===== config.mk =====
export PLATFORM = sky130hd
export DESIGN_NAME = flash_cmd_seq
export DESIGN_NICKNAME = d
export VERILOG_FILES = /design/src/rtl/flash_seq_pkg.sv /design/src/rtl/flash_tick_gen.sv /design/src/rtl/flash_cmd_timer.sv /design/src/rtl/flash_cmd_seq.sv
export SDC_FILE = /design/constraint.sdc
export NUM_CORES = 1
export LEC_CHECK = 0
export BUFFER_PORTS_ARGS = -buffer_cell sky130_fd_sc_hd__buf_2
export CORE_ASPECT_RATIO = 0.5
export CORE_MARGIN = 4
export CORE_UTILIZATION = 55
export CTS_BUF_LIST = sky130_fd_sc_hd__clkbuf_4 sky130_fd_sc_hd__clkbuf_8 sky130_fd_sc_hd__clkbuf_16
export DETAILED_ROUTE_END_ITERATION = 8
export PLACE_DENSITY = 0.81
export SYNTH_ARGS = -nofsm -noshare
export SYNTH_HDL_FRONTEND = slang
export SYNTH_SLANG_ARGS = --single-unit

===== constraint.sdc =====
create_clock -name clk_i -period 5.6 [get_ports clk_i]
set_input_delay 1.12 -clock clk_i [delete_from_list [all_inputs] [get_ports clk_i]]
set_output_delay 1.12 -clock clk_i [all_outputs]
set_load 0.01 [all_outputs]

===== src/rtl/flash_seq_pkg.sv =====
package flash_seq_pkg;
  localparam logic [1:0] SEL_DIV = 2'd0;
  localparam logic [1:0] SEL_CMD = 2'd1;
  localparam logic [1:0] SEL_CTL = 2'd2;
  localparam int GO_BIT  = 7;
  localparam int CLR_BIT = 4;

  typedef enum logic [7:0] {
    CMD_PROG  = 8'h11,
    CMD_BURST = 8'h12,
    CMD_PAGE  = 8'h21,
    CMD_MASS  = 8'h22
  } cmd_e;

  typedef enum logic [1:0] {
    PH_IDLE    = 2'd0,
    PH_LATCHED = 2'd1,
    PH_ARMED   = 2'd2
  } phase_e;

  function automatic logic is_valid_cmd(input logic [7:0] code);
    return code inside {CMD_PROG, CMD_BURST, CMD_PAGE, CMD_MASS};
  endfunction
endpackage


===== src/rtl/flash_tick_gen.sv =====
module flash_tick_gen #(
  parameter int DIV_W = 6
) (
  input  logic             clk_i,
  input  logic             rst_ni,
  input  logic             run_i,
  input  logic [DIV_W-1:0] div_i,
  output logic             tick_o
);
  logic [DIV_W-1:0] cnt_q;

  // phase restarts at every launch so run length is exact
  always_ff @(posedge clk_i or negedge rst_ni) begin
    if (!rst_ni)            cnt_q <= '0;
    else if (!run_i)        cnt_q <= '0;
    else if (cnt_q == div_i) cnt_q <= '0;
    else                    cnt_q <= cnt_q + 1'b1;
  end

  assign tick_o = run_i && (cnt_q == div_i);
endmodule


===== src/rtl/flash_cmd_timer.sv =====
module flash_cmd_timer #(
  parameter int CNT_W = 15
) (
  input  logic             clk_i,
  input  logic             rst_ni,
  input  logic             start_i,
  input  logic [CNT_W-1:0] ticks_i,
  input  logic             tick_i,
  output logic             busy_o,
  output logic             fin_o
);
  logic [CNT_W-1:0] rem_q;
  logic             busy_q;

  assign fin_o  = busy_q && tick_i && (rem_q == CNT_W'(1));
  assign busy_o = busy_q;

  always_ff @(posedge clk_i or negedge rst_ni) begin
    if (!rst_ni) begin
      busy_q <= 1'b0;
      rem_q  <= '0;
    end else if (start_i) begin
      busy_q <= 1'b1;
      rem_q  <= ticks_i;
    end else if (busy_q && tick_i) begin
      rem_q <= rem_q - 1'b1;
      if (fin_o) busy_q <= 1'b0;
    end
  end
endmodule


===== src/rtl/flash_cmd_seq.sv =====
module flash_cmd_seq
  import flash_seq_pkg::*;
#(
  parameter int ADDR_W     = 14,
  parameter int DATA_W     = 8,
  parameter int DIV_W      = 6,
  parameter int PAGE_BYTES = 512,
  parameter int PROG_TICKS  = 9,
  parameter int BURST_TICKS = 4,
  parameter int PAGE_TICKS  = 4000,
  parameter int MASS_TICKS  = 20000
) (
  input  logic              clk_i,
  input  logic              rst_ni,
  input  logic              reg_we_i,
  input  logic [1:0]        reg_sel_i,
  input  logic [7:0]        reg_wdata_i,
  input  logic              arr_we_i,
  input  logic [ADDR_W-1:0] arr_addr_i,
  input  logic [DATA_W-1:0] arr_data_i,
  output logic              div_set_o,
  output logic [DIV_W-1:0]  div_val_o,
  output logic              busy_o,
  output logic              done_o,
  output logic              acc_err_o,
  output logic              prog_en_o,
  output logic              page_erase_en_o,
  output logic              mass_erase_en_o,
  output logic [ADDR_W-1:0] mem_addr_o,
  output logic [DATA_W-1:0] mem_data_o
);
  localparam int PAGE_LSB = $clog2(PAGE_BYTES);
  localparam int CNT_W    = $clog2(MASS_TICKS + 1);

  logic [DIV_W-1:0]  div_q;
  logic              div_set_q, err_q, done_q;
  phase_e            phase_q;
  cmd_e              cmd_q;
  logic [ADDR_W-1:0] addr_q;
  logic [DATA_W-1:0] data_q;
  logic              busy, tick, fin;
  logic              div_wr, cmd_wr, ctl_wr, launch_ok;
  logic [CNT_W-1:0]  ticks;

  assign div_wr = reg_we_i && (reg_sel_i == SEL_DIV);
  assign cmd_wr = reg_we_i && (reg_sel_i == SEL_CMD);
  assign ctl_wr = reg_we_i && (reg_sel_i == SEL_CTL);
  assign launch_ok = ctl_wr && reg_wdata_i[GO_BIT] && !reg_wdata_i[CLR_BIT] && !err_q
                     && !busy && (phase_q == PH_ARMED) && div_set_q;

  always_comb begin
    case (cmd_q)
      CMD_BURST: ticks = CNT_W'(BURST_TICKS);
      CMD_PAGE:  ticks = CNT_W'(PAGE_TICKS);
      CMD_MASS:  ticks = CNT_W'(MASS_TICKS);
      default:   ticks = CNT_W'(PROG_TICKS);
    endcase
  end

  flash_tick_gen #(.DIV_W(DIV_W)) tick_i (
    .clk_i, .rst_ni, .run_i(busy), .div_i(div_q), .tick_o(tick)
  );

  flash_cmd_timer #(.CNT_W(CNT_W)) timer_i (
    .clk_i, .rst_ni, .start_i(launch_ok), .ticks_i(ticks), .tick_i(tick),
    .busy_o(busy), .fin_o(fin)
  );

  always_ff @(posedge clk_i or negedge rst_ni) begin
    if (!rst_ni) begin
      div_q     <= '0;
      div_set_q <= 1'b0;
      err_q     <= 1'b0;
      done_q    <= 1'b0;
      phase_q   <= PH_IDLE;
      cmd_q     <= CMD_PROG;
      addr_q    <= '0;
      data_q    <= '0;
    end else begin
      if (div_wr && !div_set_q && !err_q) begin
        div_q     <= reg_wdata_i[DIV_W-1:0];
        div_set_q <= 1'b1;
      end
      if (!busy) begin
        if (arr_we_i && !err_q) begin
          if (phase_q == PH_ARMED) begin
            err_q   <= 1'b1;
            phase_q <= PH_IDLE;
          end else begin
            addr_q  <= arr_addr_i;
            data_q  <= arr_data_i;
            phase_q <= PH_LATCHED;
          end
        end
        if (cmd_wr && !err_q) begin
          if (phase_q == PH_LATCHED && is_valid_cmd(reg_wdata_i)) begin
            cmd_q   <= cmd_e'(reg_wdata_i);
            phase_q <= PH_ARMED;
          end else begin
            err_q   <= 1'b1;
            phase_q <= PH_IDLE;
          end
        end
        if (ctl_wr) begin
          if (reg_wdata_i[CLR_BIT]) begin
            err_q   <= 1'b0;
            phase_q <= PH_IDLE;
          end else if (reg_wdata_i[GO_BIT] && !err_q) begin
            if (!launch_ok) err_q <= 1'b1;
            phase_q <= PH_IDLE;
          end
        end
      end
      if (launch_ok) done_q <= 1'b0;
      else if (fin)  done_q <= 1'b1;
    end
  end

  always_comb begin
    mem_addr_o = addr_q;
    mem_data_o = data_q;
    if (busy) begin
      case (cmd_q)
        CMD_PAGE: begin
          mem_addr_o = {addr_q[ADDR_W-1:PAGE_LSB], {PAGE_LSB{1'b0}}};
          mem_data_o = '1;
        end
        CMD_MASS: begin
          mem_addr_o = '0;
          mem_data_o = '1;
        end
        default: ;
      endcase
    end
  end

  assign div_set_o       = div_set_q;
  assign div_val_o       = div_q;
  assign busy_o          = busy;
  assign done_o          = done_q;
  assign acc_err_o       = err_q;
  assign prog_en_o       = busy && (cmd_q == CMD_PROG || cmd_q == CMD_BURST);
  assign page_erase_en_o = busy && (cmd_q == CMD_PAGE);
  assign mass_erase_en_o = busy && (cmd_q == CMD_MASS);
endmodule


==> results.md <==
- Status: finished clean
- Hold-fix buffers, CTS: 0
- Hold Fails Final Rpt: 0
- Cell Pwr Density: approximately 340 nW/um2
- WP buf/inv: 1
- Cell taking the most area after synthesis: dfrtp_1
- Synth warn: 0
- Critical path's top delay family: simple AND/OR/NAND/NOR gates
- Maximum vdd drop: 0.000213 V
- Net Count, Synth: 330
- CTS clk-pin slew, worst paths: around 0.050 ns
- Clk root buf: clkbuf_16
- WHS: 0.484 ns
- Total grt overflow: 0
- Path type of the worst setup path: reg -> out
- Share of cells above drive strength 1: about a third
- Number of synthesized register bits: 63
- Top cells by count, synth: dfrtp_1 (61), mux2_2 (32), nor2_1 (27)
- Slowest cell on crit path: dfstp_2
- Worst R2R End: timer_i.rem_q[14]$_DFFE_PN0P_
- Startpoint Class: flop
- Crit path max fanout: 17
- Endpoints failing setup: 0
- Row count: 18
- Crit. End Element: output port
- Post-synth EDFFs: 0
- Largest net degree at the start of global routing: between 60 and 70
- CP cell instances: xnor2_1, nor3_1, nand3_1, and2_1, buf_2
- Initial drt markers: 85
- Area of the multi-input gates: between 1000 and 1500 um2
- Slew Viols, Final: 0
- I/O pins: about 70
- Post-route setup TNS: 0 ns
- Main synth FF type: dfrtp_1
- GR Layer Usage met3: ~6.6%
- Async SR Flop Fraction: 100%
- Number of antenna diodes: 0
- Antenna violations before repair: 0
- Reg-to-reg slack, setup: approximately 3.2 ns
- Worst slew margin: a little under half
- Port Buffers: 70
- Die X-Extent: 114 um
- Synth top area share: 49.2%
- Pre-antenna DRT Iters: 4
- DRC: 0
- Synth cell types: ~40
- Max_cap viols: 0
- Hold crit path type: reg -> reg
- FF+latch area: about 1600 um2
- Fmax: about 290 MHz
- Fillers: ~350
- Arr. time, crit path: roughly 2.4 ns
- Num CTS Buffers: 9
- Routed len/inst: about 16 um
- Tot GR Track Use: a little over a fifth
- Final min period: 3.48 ns
- Final net count: approximately 400
- RePlAce Congestion: 0.899
- Antenna Nets Post-Route: 0
- Final Cycle Share: between 60% and 70%
- Postcts setup bufs: 0
- Post-Syn Area: slightly above 3000 um2
- P_leak: ~1.9 nW
- Met2 usage: between 30% and 40%
- Count leader, synth: dfrtp_1
- Synth area leaders: dfrtp_1 (49%), mux2_2 (12%), xnor2_1 (4.5%)
- Initial Utilization: between 50% and 60%
- Avg Cell Area, Syn: ~11 um2
- WHS Endpoint: cmd_q[6]$_DFFE_PN0P_
- Clock Sinks: 63
- Placed wire-length estimate: 5010 um
- Req. time, crit path: about 4.5 ns
- Die height: 61.1 um
- Reg-to-Reg Start: tick_i.cnt_q[3]$_DFF_PN0_
- Max Buffers Root-to-Sink: 2
- Register-to-Register Path Depth: 5
- Hold Startpoint: cmd_q[6]$_DFFE_PN0P_
- Post-DR vias/cell: between 5 and 6
- Register area share after synthesis: between 50% and 60%
- Final wirelength: 7050 um
- Area Growth Syn to Fin: 22.2%
- Die area: around 7000 um2
- Clk Latency, worst-skew pair: 0.33 ns
- Cells after synthesis: between 200 and 300
- CTS tree: done
- Placeable Area: about 5200 um2
- Vias in the first global route: between 2,000 and 2,500
- GR peak layer: met2
- WHS Path Cells: 1
- Via count: approximately 2,400
- Final Skew: 0.00605 ns
- RSZ-0062 raised after global routing: false
- GR Layer Usage met1: between 20% and 30%
- Max incr delay on CP: about 0.55 ns
- Worst slew pin tran: 0.780 ns
- CTS resizes: 0
- First-pass GRT wire length: 11,500 um
- H-tree depth: 3
-- worst register-to-register path, stage by stage, from the launching register on --
cell	delay, ns
dfrtp_1	0.42
xnor2_1	0.21
nand4_1	0.46
nor2_1	0.55
mux2_4	0.34
a211o_1	0.29
-- state kept, by name, indices dropped and copies added, names as in the netlist, 2 cells and up --
name	count
phase_q	2
cmd_q	8
data_q	8
timer_i.rem_q	15
addr_q	14
tick_i.cnt_q	6
div_val_o	6
-- how the worst max path moves through the flow --
stage / startpoint / to / slack [ns] / depth (start not counted)
2_1_floorplan: cmd_q[0]$_DFFE_PN1P_ / mem_addr_o[0] / 2.98 / 5
5_1_grt: cmd_q[0]$_DFFE_PN1P_ / mem_addr_o[5] / 2.00 / 5
4_1_cts: cmd_q[0]$_DFFE_PN1P_ / mem_addr_o[5] / 2.10 / 5
3_3_place_gp: cmd_q[0]$_DFFE_PN1P_ / mem_addr_o[1] / 2.59 / 5
6_report: cmd_q[0]$_DFFE_PN1P_ / mem_addr_o[7] / 2.12 / 5
3_5_place_dp: cmd_q[0]$_DFFE_PN1P_ / mem_addr_o[7] / 2.48 / 5
-- layout by cell type (no fill, tap or decap), drive strengths merged, types with 4 or more instances in the layout --
master,n
a21oi,7
and2,19
buf,71
clkbuf,13
dfrtp,61
inv,7
mux2,33
nand2,11
nand2b,13
nand3,13
nor2,27
nor2b,6
nor3,10
nor4,4
o21ai,8
or3,4
xnor2,16
xor2,5
-- per-stage QoR --
stage | power, W | instances | util, % | setup slack, ns | instance area (um2)
after floorplan | 0.000706 | 291 | - | 2.98 | 3100
after detailed placement | 0.000784 | 421 | 67.7 | 2.48 | 3510
final | 0.00131 | 437 | 73.2 | 2.12 | 3790
after CTS | 0.00131 | 437 | 73.2 | 2.10 | 3790
after global routing | 0.00137 | 437 | 73.2 | 2.00 | 3790
after global placement | 0.000771 | 421 | 67.7 | 2.59 | 3510
-- layout make-up --
| cell class | instances | share of cell area, % |
|---|---|---|
| sequential | 63 | 41.6 |
| multi-input combinational | 210 | 38.4 |
| timing repair buffer | 71 | 9.44 |
| clock buffer | 13 | 7.06 |
| tap | 70 | 2.31 |
| inverter | 7 | 0.693 |
| clock inverter | 3 | 0.462 |
-- kinds of logic (layout without fill, tap and decap cells) --
group / count (synthesis) / count (layout) / synth area share, %
AND/OR/NAND/NOR: 125 / 125 / 21.9
AO/OA/AOI/OAI: 28 / 28 / 5.77
XOR/XNOR: 21 / 21 / 5.93
flip-flops: 63 / 63 / 50.9
multiplexers: 33 / 33 / 12.1
adder cells (fa/ha/maj): 3 / 3 / 1.21
buffers and inverters: 18 / 94 / 2.18
-- layer usage --
metal / part of all wire [%] / vias to the layer above
li1: - / 1152
met1: 43 / 1182
met2: 49 / 71
met3: 6.1 / 14
met4: 2.2 / 0
met5: 0 / -
-- where the power goes --
group | switching (W) | internal [W]
registers | 0.0000574 | 0.000503
clock network | 0.000190 | 0.000331
logic | 0.000125 | 0.0000987
(Power assumes the default switching activity.)
